$ cat config.mk
export PLATFORM = sky130hd
export DESIGN_NAME = ir_pulse_decoder
export DESIGN_NICKNAME = d
export VERILOG_FILES = /design/src/rtl/ir_dec_pkg.sv /design/src/rtl/ir_rst_sync.sv /design/src/rtl/ir_in_sync.sv /design/src/rtl/ir_win_fsm.sv /design/src/rtl/ir_low_shaper.sv /design/src/rtl/ir_pulse_decoder.sv
export SDC_FILE = /design/constraint.sdc
export NUM_CORES = 1
export LEC_CHECK = 0
export ABC_AREA = 1
export BUFFER_PORTS_ARGS = -buffer_cell sky130_fd_sc_hd__clkbuf_2
export CAP_MARGIN = 0
export CORE_MARGIN = 3
export CORE_UTILIZATION = 44
export CTS_CLUSTER_SIZE = 30
export DETAILED_ROUTE_END_ITERATION = 7
export GPL_TIMING_DRIVEN = 0
export HOLD_SLACK_MARGIN = 0.15
export SLEW_MARGIN = 25
export SYNTH_ARGS = -nofsm -noshare
export SYNTH_HDL_FRONTEND = slang
export SYNTH_HIERARCHICAL = 1
export SYNTH_SLANG_ARGS = --single-unit
$ cat constraint.sdc
create_clock -name clk -period 0.87 [get_ports clk]
set_clock_uncertainty 0.2 [all_clocks]
set_input_delay 0.174 -clock clk [delete_from_list [all_inputs] [get_ports clk]]
set_output_delay 0.174 -clock clk [all_outputs]
set_load 0.02 [all_outputs]
$ cat src/rtl/ir_dec_pkg.sv
`timescale 1ns/1ps
package ir_dec_pkg;

  typedef enum logic [0:0] {
    ST_IDLE  = 1'b0,
    ST_TRACK = 1'b1
  } dec_state_e;

  // first tick count at which a following edge is accepted
  function automatic int win_open(input int ovs, input int early);
    return ovs - early;
  endfunction

  // last tick count at which a following edge is accepted
  function automatic int win_close(input int ovs, input int late);
    return ovs + late;
  endfunction

endpackage

$ cat src/rtl/ir_rst_sync.sv
`timescale 1ns/1ps
module ir_rst_sync #(
  parameter int STAGES = 2
) (
  input  logic clk,
  input  logic arst_n,
  output logic rst_n_sync
);

  logic [STAGES-1:0] chain_q;
  logic [STAGES-1:0] chain_d;

  assign chain_d = {chain_q[STAGES-2:0], 1'b1};

  always_ff @(posedge clk or negedge arst_n) begin
    if (!arst_n) begin
      chain_q <= '0;
    end else begin
      chain_q <= chain_d;
    end
  end

  assign rst_n_sync = chain_q[STAGES-1];

endmodule

$ cat src/rtl/ir_in_sync.sv
`timescale 1ns/1ps
module ir_in_sync #(
  parameter int STAGES = 2
) (
  input  logic clk,
  input  logic rst_n,
  input  logic raw_n,
  output logic fall
);

  // stages 0..STAGES-1 synchronise, stage STAGES holds the previous sample
  logic [STAGES:0] pipe_q;
  logic [STAGES:0] pipe_d;

  assign pipe_d[0] = raw_n;

  generate
    for (genvar i = 1; i <= STAGES; i++) begin : g_stage
      assign pipe_d[i] = pipe_q[i-1];
    end
  endgenerate

  always_ff @(posedge clk or negedge rst_n) begin
    if (!rst_n) begin
      pipe_q <= '1;
    end else begin
      pipe_q <= pipe_d;
    end
  end

  assign fall = pipe_q[STAGES] & ~pipe_q[STAGES-1];

endmodule

$ cat src/rtl/ir_win_fsm.sv
`timescale 1ns/1ps
module ir_win_fsm
  import ir_dec_pkg::*;
#(
  parameter int OVERSAMPLE = 16,
  parameter int EARLY      = 4,
  parameter int LATE       = 8,
  parameter int CW         = $clog2(OVERSAMPLE + LATE + 1)
) (
  input  logic          clk,
  input  logic          rst_n,
  input  logic          tick,
  input  logic          enable,
  input  logic          fall,
  output logic          accept,
  output logic          tracking,
  output logic [CW-1:0] cnt
);

  localparam int WIN_LO = win_open(OVERSAMPLE, EARLY);
  localparam int WIN_HI = win_close(OVERSAMPLE, LATE);

  dec_state_e    state_q, state_d;
  logic [CW-1:0] cnt_q, cnt_d;
  logic          in_window;

  assign in_window = (cnt_q >= CW'(WIN_LO)) && (cnt_q <= CW'(WIN_HI));
  assign accept    = enable && fall && ((state_q == ST_IDLE) || in_window);

  always_comb begin
    state_d = state_q;
    cnt_d   = cnt_q;
    if (!enable) begin
      state_d = ST_IDLE;
      cnt_d   = '0;
    end else if (fall) begin
      // every edge resynchronises the count; only accepted ones arm tracking
      cnt_d = '0;
      if (accept) begin
        state_d = ST_TRACK;
      end
    end else if (tick && (state_q == ST_TRACK)) begin
      if (cnt_q == CW'(WIN_HI)) begin
        state_d = ST_IDLE;
        cnt_d   = '0;
      end else begin
        cnt_d = cnt_q + 1'b1;
      end
    end
  end

  always_ff @(posedge clk or negedge rst_n) begin
    if (!rst_n) begin
      state_q <= ST_IDLE;
      cnt_q   <= '0;
    end else begin
      state_q <= state_d;
      cnt_q   <= cnt_d;
    end
  end

  assign tracking = (state_q == ST_TRACK);
  assign cnt      = cnt_q;

endmodule

$ cat src/rtl/ir_low_shaper.sv
`timescale 1ns/1ps
module ir_low_shaper #(
  parameter int OVERSAMPLE = 16
) (
  input  logic clk,
  input  logic rst_n,
  input  logic tick,
  input  logic enable,
  input  logic accept,
  output logic rxd
);

  localparam int RW = $clog2(OVERSAMPLE + 1);

  logic [RW-1:0] remain_q, remain_d;
  logic          rxd_q, rxd_d;

  always_comb begin
    remain_d = remain_q;
    if (!enable) begin
      remain_d = '0;
    end else if (accept) begin
      remain_d = RW'(OVERSAMPLE);
    end else if (tick && (remain_q != '0)) begin
      remain_d = remain_q - 1'b1;
    end
    rxd_d = (remain_d == '0);
  end

  always_ff @(posedge clk or negedge rst_n) begin
    if (!rst_n) begin
      remain_q <= '0;
      rxd_q    <= 1'b1;
    end else begin
      remain_q <= remain_d;
      rxd_q    <= rxd_d;
    end
  end

  assign rxd = rxd_q;

endmodule

$ cat src/rtl/ir_pulse_decoder.sv
`timescale 1ns/1ps
module ir_pulse_decoder #(
  parameter int OVERSAMPLE  = 16,
  parameter int EARLY       = 4,
  parameter int LATE        = 8,
  parameter int SYNC_STAGES = 2,
  parameter int RST_STAGES  = 2
) (
  input  logic clk,
  input  logic rst_n,
  input  logic baud_tick,
  input  logic enable,
  input  logic ir_rx_n,
  output logic rxd_out
);

  localparam int CW = $clog2(OVERSAMPLE + LATE + 1);

  logic          rst_sync_n;
  logic          edge_fall;
  logic          pulse_accept;
  logic          win_tracking;
  logic [CW-1:0] win_cnt;

  ir_rst_sync #(.STAGES(RST_STAGES)) u_rst (
    .clk        (clk),
    .arst_n     (rst_n),
    .rst_n_sync (rst_sync_n)
  );

  ir_in_sync #(.STAGES(SYNC_STAGES)) u_sync (
    .clk   (clk),
    .rst_n (rst_sync_n),
    .raw_n (ir_rx_n),
    .fall  (edge_fall)
  );

  ir_win_fsm #(
    .OVERSAMPLE (OVERSAMPLE),
    .EARLY      (EARLY),
    .LATE       (LATE),
    .CW         (CW)
  ) u_fsm (
    .clk      (clk),
    .rst_n    (rst_sync_n),
    .tick     (baud_tick),
    .enable   (enable),
    .fall     (edge_fall),
    .accept   (pulse_accept),
    .tracking (win_tracking),
    .cnt      (win_cnt)
  );

  ir_low_shaper #(.OVERSAMPLE(OVERSAMPLE)) u_shape (
    .clk    (clk),
    .rst_n  (rst_sync_n),
    .tick   (baud_tick),
    .enable (enable),
    .accept (pulse_accept),
    .rxd    (rxd_out)
  );

endmodule

# == After elaboration in Yosys (flattened, before gate mapping) ==
# Index checks and enable logic that the tools add are counted.
# classes
n_lt_le_gt_ge,2
n_eq_ne,4
bitwise,3
mux,12
n_addsub,2
n_reduce_logical,9
# ops
operator,count
5-bit 2-to-1 mux,7
3-bit by 1-bit != test with 1-bit output (second input constant),2
5-bit by 1-bit adder with 5-bit output (second input constant),1
5-bit == test (second input constant),1
5-bit by 4-bit >= comparator with 1-bit output (second input constant),1
5-bit less-or-equal comparator (second input constant),1
1-bit logical AND,5
5-bit logical NOT,1
1-bit 2-to-1 mux,5
5-bit nonzero test,1
5-bit by 1-bit subtractor with 5-bit output (second input constant),1
3-bit != test (second input constant),1
3-bit AND reduction,1
1-bit NOT,2
1-bit bitwise AND,1
1-bit logical OR,1
# totals
in_bits,5
regBits,17
elab_cells,38

# == Logic depth before layout (Yosys ltp) ==
# depth
ltp_word,7
ltp_mapped,12
mapped_depth_nobuf,12

# == By module ==
# Netlist, hierarchy kept.
# modules_own_cells
mod,cells_per_inst,seq_area_each_um2,n_inst,area_each_um2
ir_win_fsm,56,150.1,1,390.4
ir_low_shaper,49,151.4,1,370.4
ir_in_sync,5,78.8,1,88.8
ir_rst_sync,3,50.0,1,53.8

# == Worst setup path after synthesis ==
# No wires, ideal clock.
# synth_path
kind,register to register
from,register u_sync.pipe_q[2]
to,"register u_shape.rxd_q, in the netlist u_shape/rxd"
setup_ps,67
n_path_buf,0
arrival_time_ps,1360
setup_slack_ps,-757
stages_incl_launch_ff,11
path_cell_list,dfstp_2 -> inv_1 -> nor2_2 -> nand2_1 -> a21oi_1 -> nor2_2 -> nand3_1 -> nand2_1 -> clkinv_1 -> nand3_2 -> nor2_1
# synth_between
elab_chain_len,6
# synth_lines
item,line,source
"start, declared",ir_in_sync.sv:12,logic [STAGES:0] pipe_q;
"start signal, assigned",ir_in_sync.sv:27,pipe_q <= pipe_d;
1-bit bitwise AND,ir_in_sync.sv:31,assign fall = pipe_q[STAGES] & ~pipe_q[STAGES-1];
via edge_fall,ir_pulse_decoder.sv:20,logic edge_fall;
1-bit logical AND (2 in series),ir_win_fsm.sv:28,assign accept = enable && fall && ((state_q == ST_IDLE) || in_window);
via pulse_accept,ir_pulse_decoder.sv:21,logic pulse_accept;
5-bit 2-to-1 mux,ir_low_shaper.sv:22,end else if (accept) begin
5-bit 2-to-1 mux,ir_low_shaper.sv:20,if (!enable) begin
5-bit logical NOT,ir_low_shaper.sv:27,rxd_d = (remain_d == '0);
via u_shape.rxd_d,ir_low_shaper.sv:16,"logic rxd_q, rxd_d;"
"end signal, assigned",ir_low_shaper.sv:36,rxd_q <= rxd_d;
"end, declared",ir_low_shaper.sv:16,
# The timed path passes the listed nets, and every way through them passes these cells.
# A chain may end at the register's enable or synchronous reset.

# == Worst setup path after layout ==
# Same ends and word-level chain as after synthesis.

==> impl_metrics.py <==
metrics = {
    "run_status": {
        "status": "complete, but fails checks",
        "violations": "negative hold slack, negative setup slack",
    },
    "setup_path": {
        "timing.rr.end": "u_shape/rxd",
        "cp.required_ns": 0.90,
        "cp-end-kind": "register",
        "cp.arrival_ns": 1.61,
        "crit_type": "reg -> reg",
        "critPathMaxFanout": 2,
        "rr_worst_depth": 11,
        "startpoint": "u_sync/pipe_q[2]",
        "regToRegSetupSlack_ns": -0.71,
        "start_kind": "register",
        "r2r-start": "u_sync/pipe_q[2]",
    },
    "yosys": {
        "synth_compound_area_share_pct": 4.02,
        "yosys_warnings": 6,
        "synthAdderAreaFrac_pct": 4.16,
        "synth_area_leaders": "dfrtp_1 36%, nand2_1 14%, dfstp_2 12%, inv_1 7.9%, nand3_2 5.5%",
        "synth_top_area_cell": "dfrtp_1",
        "synth-xor-area-share_pct": 0,
        "synth_top_family_by_area": "simple AND/OR/NAND/NOR gates",
        "yosysUniqueCellTypes": 19,
        "synthMuxAreaShare_pct": 0,
        "synth_top_cell_area_share_pct": 36.0,
        "synth.cell_area_um2": 903,
        "synth-simple-area-share_pct": 34.6,
        "seq_area_frac_synth_pct": 47.6,
        "netlist_instances": 113,
        "syn_nets": 121,
        "syn_area_per_cell_um2": 7.99,
        "synth_seq_cells": 17,
    },
    "layout": {
        "syn_to_final_growth_pct": 33.5,
        "layout.nets": 145,
        "diodes": 0,
        "final_core_util_pct": 65.6,
        "finalNonFillerCells": 161,
        "layout-drive-gt1-share_pct": 44.1,
    },
    "drt": {
        "via_count": 762,
        "post-route-drc-count": 0,
        "detail-route-antenna-nets": 0,
        "drtPass1Iterations": 4,
        "wl_per_cell_um": 11.0,
        "drt_iter0_markers": 11,
        "drt-vias-per-instance": 4.73,
        "wl_um": 1780,
    },
    "grt": {
        "overflow": 0,
        "grt_pass1_wl_um": 3060,
        "antenna_found_initial": 0,
        "grt_start_max_net_pins": 16,
        "grt_pass1_vias": 764,
        "grt_usage_pct": 15.5,
    },
    "timing": {
        "hold_slack_ns": -0.0294,
        "hold_viol_final": 13,
        "slew_violations": 0,
        "setup_violations": 13,
        "max_freq_ghz": 0.631,
        "finalCritPeriodShare_pct": 182,
        "layout_min_cycle_time_ns": 1.58,
        "tns_ns": -7.31,
        "postLayoutSetupSlackWorst_ns": -0.714,
        "rsz0062_at_grt": "yes",
    },
    "floorplan": {
        "die_y_um": 51.3,
        "core_region_area_mm2": 0.00184,
        "rows": 15,
        "ios": 6,
        "dieArea_mm2": 0.00263,
        "die_w_um": 51.3,
        "start_util_pct": 49.1,
    },
    "hold_path": {
        "hold_class": "reg -> async",
    },
    "clocking": {
        "cts_max_level": 1,
        "cts_tree": "built",
        "clock_path_buffers": 2,
        "clk_latency_ns": 0.29,
        "ctsHoldBuffers": 2,
        "numCtsBuffers": 3,
        "cts_sinks": 17,
        "cts_root_buf": "clkbuf_4",
        "clkTransAtPathRegs_ns": 0.10,
    },
    "power_and_ir_drop": {
        "worst_ir_drop_vdd_mv": 1.45,
        "p_per_area_mw_per_mm2": 2050,
        "p_leak_nw": 0.646,
        "total_power_mw": 2.47,
    },
    "placement": {
        "place_inst": 143,
        "dpl.hpwl_um": 1220,
        "gp_congestion": 0.846,
        "portBuffers": 5,
        "pre_cts_ws_ns": -0.775,
    },
    "run": {
        "maxCapViolCount": 0,
    },
}
kinds of logic after synthesis:
| family | count (synthesis) |
|---|---|
| flip-flops | 17 |
| other | 1 |
| AO/OA/AOI/OAI | 6 |
| buffers and inverters | 22 |
| AND/OR/NAND/NOR | 64 |
| adder cells (fa/ha/maj) | 3 |
cell type report:
| class | instances | area, um2 |
|---|---|---|
| fill | 162 | 633 |
| multi-input combinational | 74 | 483 |
| sequential | 17 | 432 |
| timing repair buffer | 19 | 149 |
| inverter | 22 | 83.8 |
| tap | 25 | 31.3 |
| clock buffer | 3 | 22.5 |
| clock inverter | 1 | 5.00 |
cell usage after synthesis, drive strengths merged:
| master | count |
|---|---|
| nand3b | 1 |
| ha | 3 |
| nand2 | 36 |
| nor2 | 12 |
| nand3 | 13 |
| a21boi | 1 |
| o21ai | 1 |
| clkinv | 1 |
| nand4 | 2 |
| conb | 1 |
| a21oi | 4 |
| inv | 21 |
| dfrtp | 13 |
| dfstp | 4 |
registers in the layout (all words and copies together), names as in the netlist:
| name | cells |
|---|---|
| u_rst/chain_q | 2 |
| u_sync/pipe_q | 3 |
| u_shape/remain_q | 5 |
| u_shape/rxd | 1 |
| u_fsm/tracking | 1 |
| u_fsm/cnt | 5 |
report_power, final:
part	switching, mW	internal [mW]
Clock	0.247	0.171
Combinational	0.562	0.452
Sequential	0.108	0.933
timing repair:
| item | CTS | global route |
|---|---|---|
| setup endpoints to repair | 28 | 13 |
| endpoints found under the hold margin | 23 | 19 |
| gates resized for setup | 16 | 9 |
| setup buffers | 8 | 4 |
| pin swaps | 6 | 6 |
critical path: stages, from the launching register on:
cell      delay [ns]
dfstp_2         0.54
inv_2           0.04
nor2_4          0.09
nand2_2         0.09
a21oi_4         0.16
inv_1           0.06
nand2_1         0.07
nand2_2         0.06
nand2_2         0.07
clkinv_2        0.06
nand3_2         0.05
nor2_1          0.04
layout by cell type (no fill, tap or decap):
| master | netlist | routed |
|---|---|---|
| nand2_1 | 33 | 26 |
| inv_1 | 19 | 15 |
| dfrtp_1 | 13 | 12 |
| buf_4 | 0 | 11 |
| nand2_2 | 3 | 9 |
| nor2_1 | 8 | 7 |
| nand3_2 | 5 | 7 |
| inv_2 | 2 | 6 |
| nand3_1 | 8 | 5 |
| clkbuf_2 | 0 | 4 |
| dfstp_2 | 4 | 4 |
| clkbuf_4 | 0 | 3 |
| nor2_4 | 1 | 3 |
| clkinv_2 | 0 | 2 |
| dlygate4sd3_1 | 0 | 2 |
| a21oi_1 | 4 | 2 |
| nor2_2 | 3 | 2 |
| nand4_1 | 2 | 2 |
| ha_1 | 3 | 2 |
| buf_8 | 0 | 1 |
| a21oi_4 | 0 | 1 |
| nand3_4 | 0 | 1 |
| nand2_4 | 0 | 1 |
| o21ai_1 | 0 | 1 |
| a21oi_2 | 0 | 1 |
| buf_6 | 0 | 1 |
| conb_1 | 1 | 1 |
| dfrtp_2 | 0 | 1 |
| nand3b_1 | 1 | 1 |
| a21boi_4 | 0 | 1 |
| ha_4 | 0 | 1 |
stage by stage:
| stage | instance area, um2 | hold slack, ns |
|---|---|---|
| 4_1_cts | 1150 | -0.0253 |
| 2_1_floorplan | 927 | -0.322 |
| 3_3_place_gp | 983 | -0.239 |
| 6_report | 1210 | -0.0294 |
| 5_1_grt | 1210 | -0.0122 |
| 3_5_place_dp | 983 | -0.235 |
routing by layer:
metal / up-vias / wire length [um] / GRT usage (%)
li1: 397 / - / -
met1: 356 / 809 / 18.5
met2: 7 / 909 / 27.3
met3: 2 / 47 / 3.50
met4: 0 / 12 / 5.24
met5: - / 0 / 0
worst max-delay path by stage:
stage,endpoint,slack [ns],cells after the start
2_1_floorplan,u_shape/rxd,-0.65,10
6_report,u_shape/rxd,-0.71,11
3_5_place_dp,u_shape/rxd,-0.78,10
3_3_place_gp,u_shape/rxd,-0.76,11
5_1_grt,u_shape/rxd,-0.80,11
4_1_cts,u_shape/rxd,-0.70,11
Power figures use the tool's default switching activity.
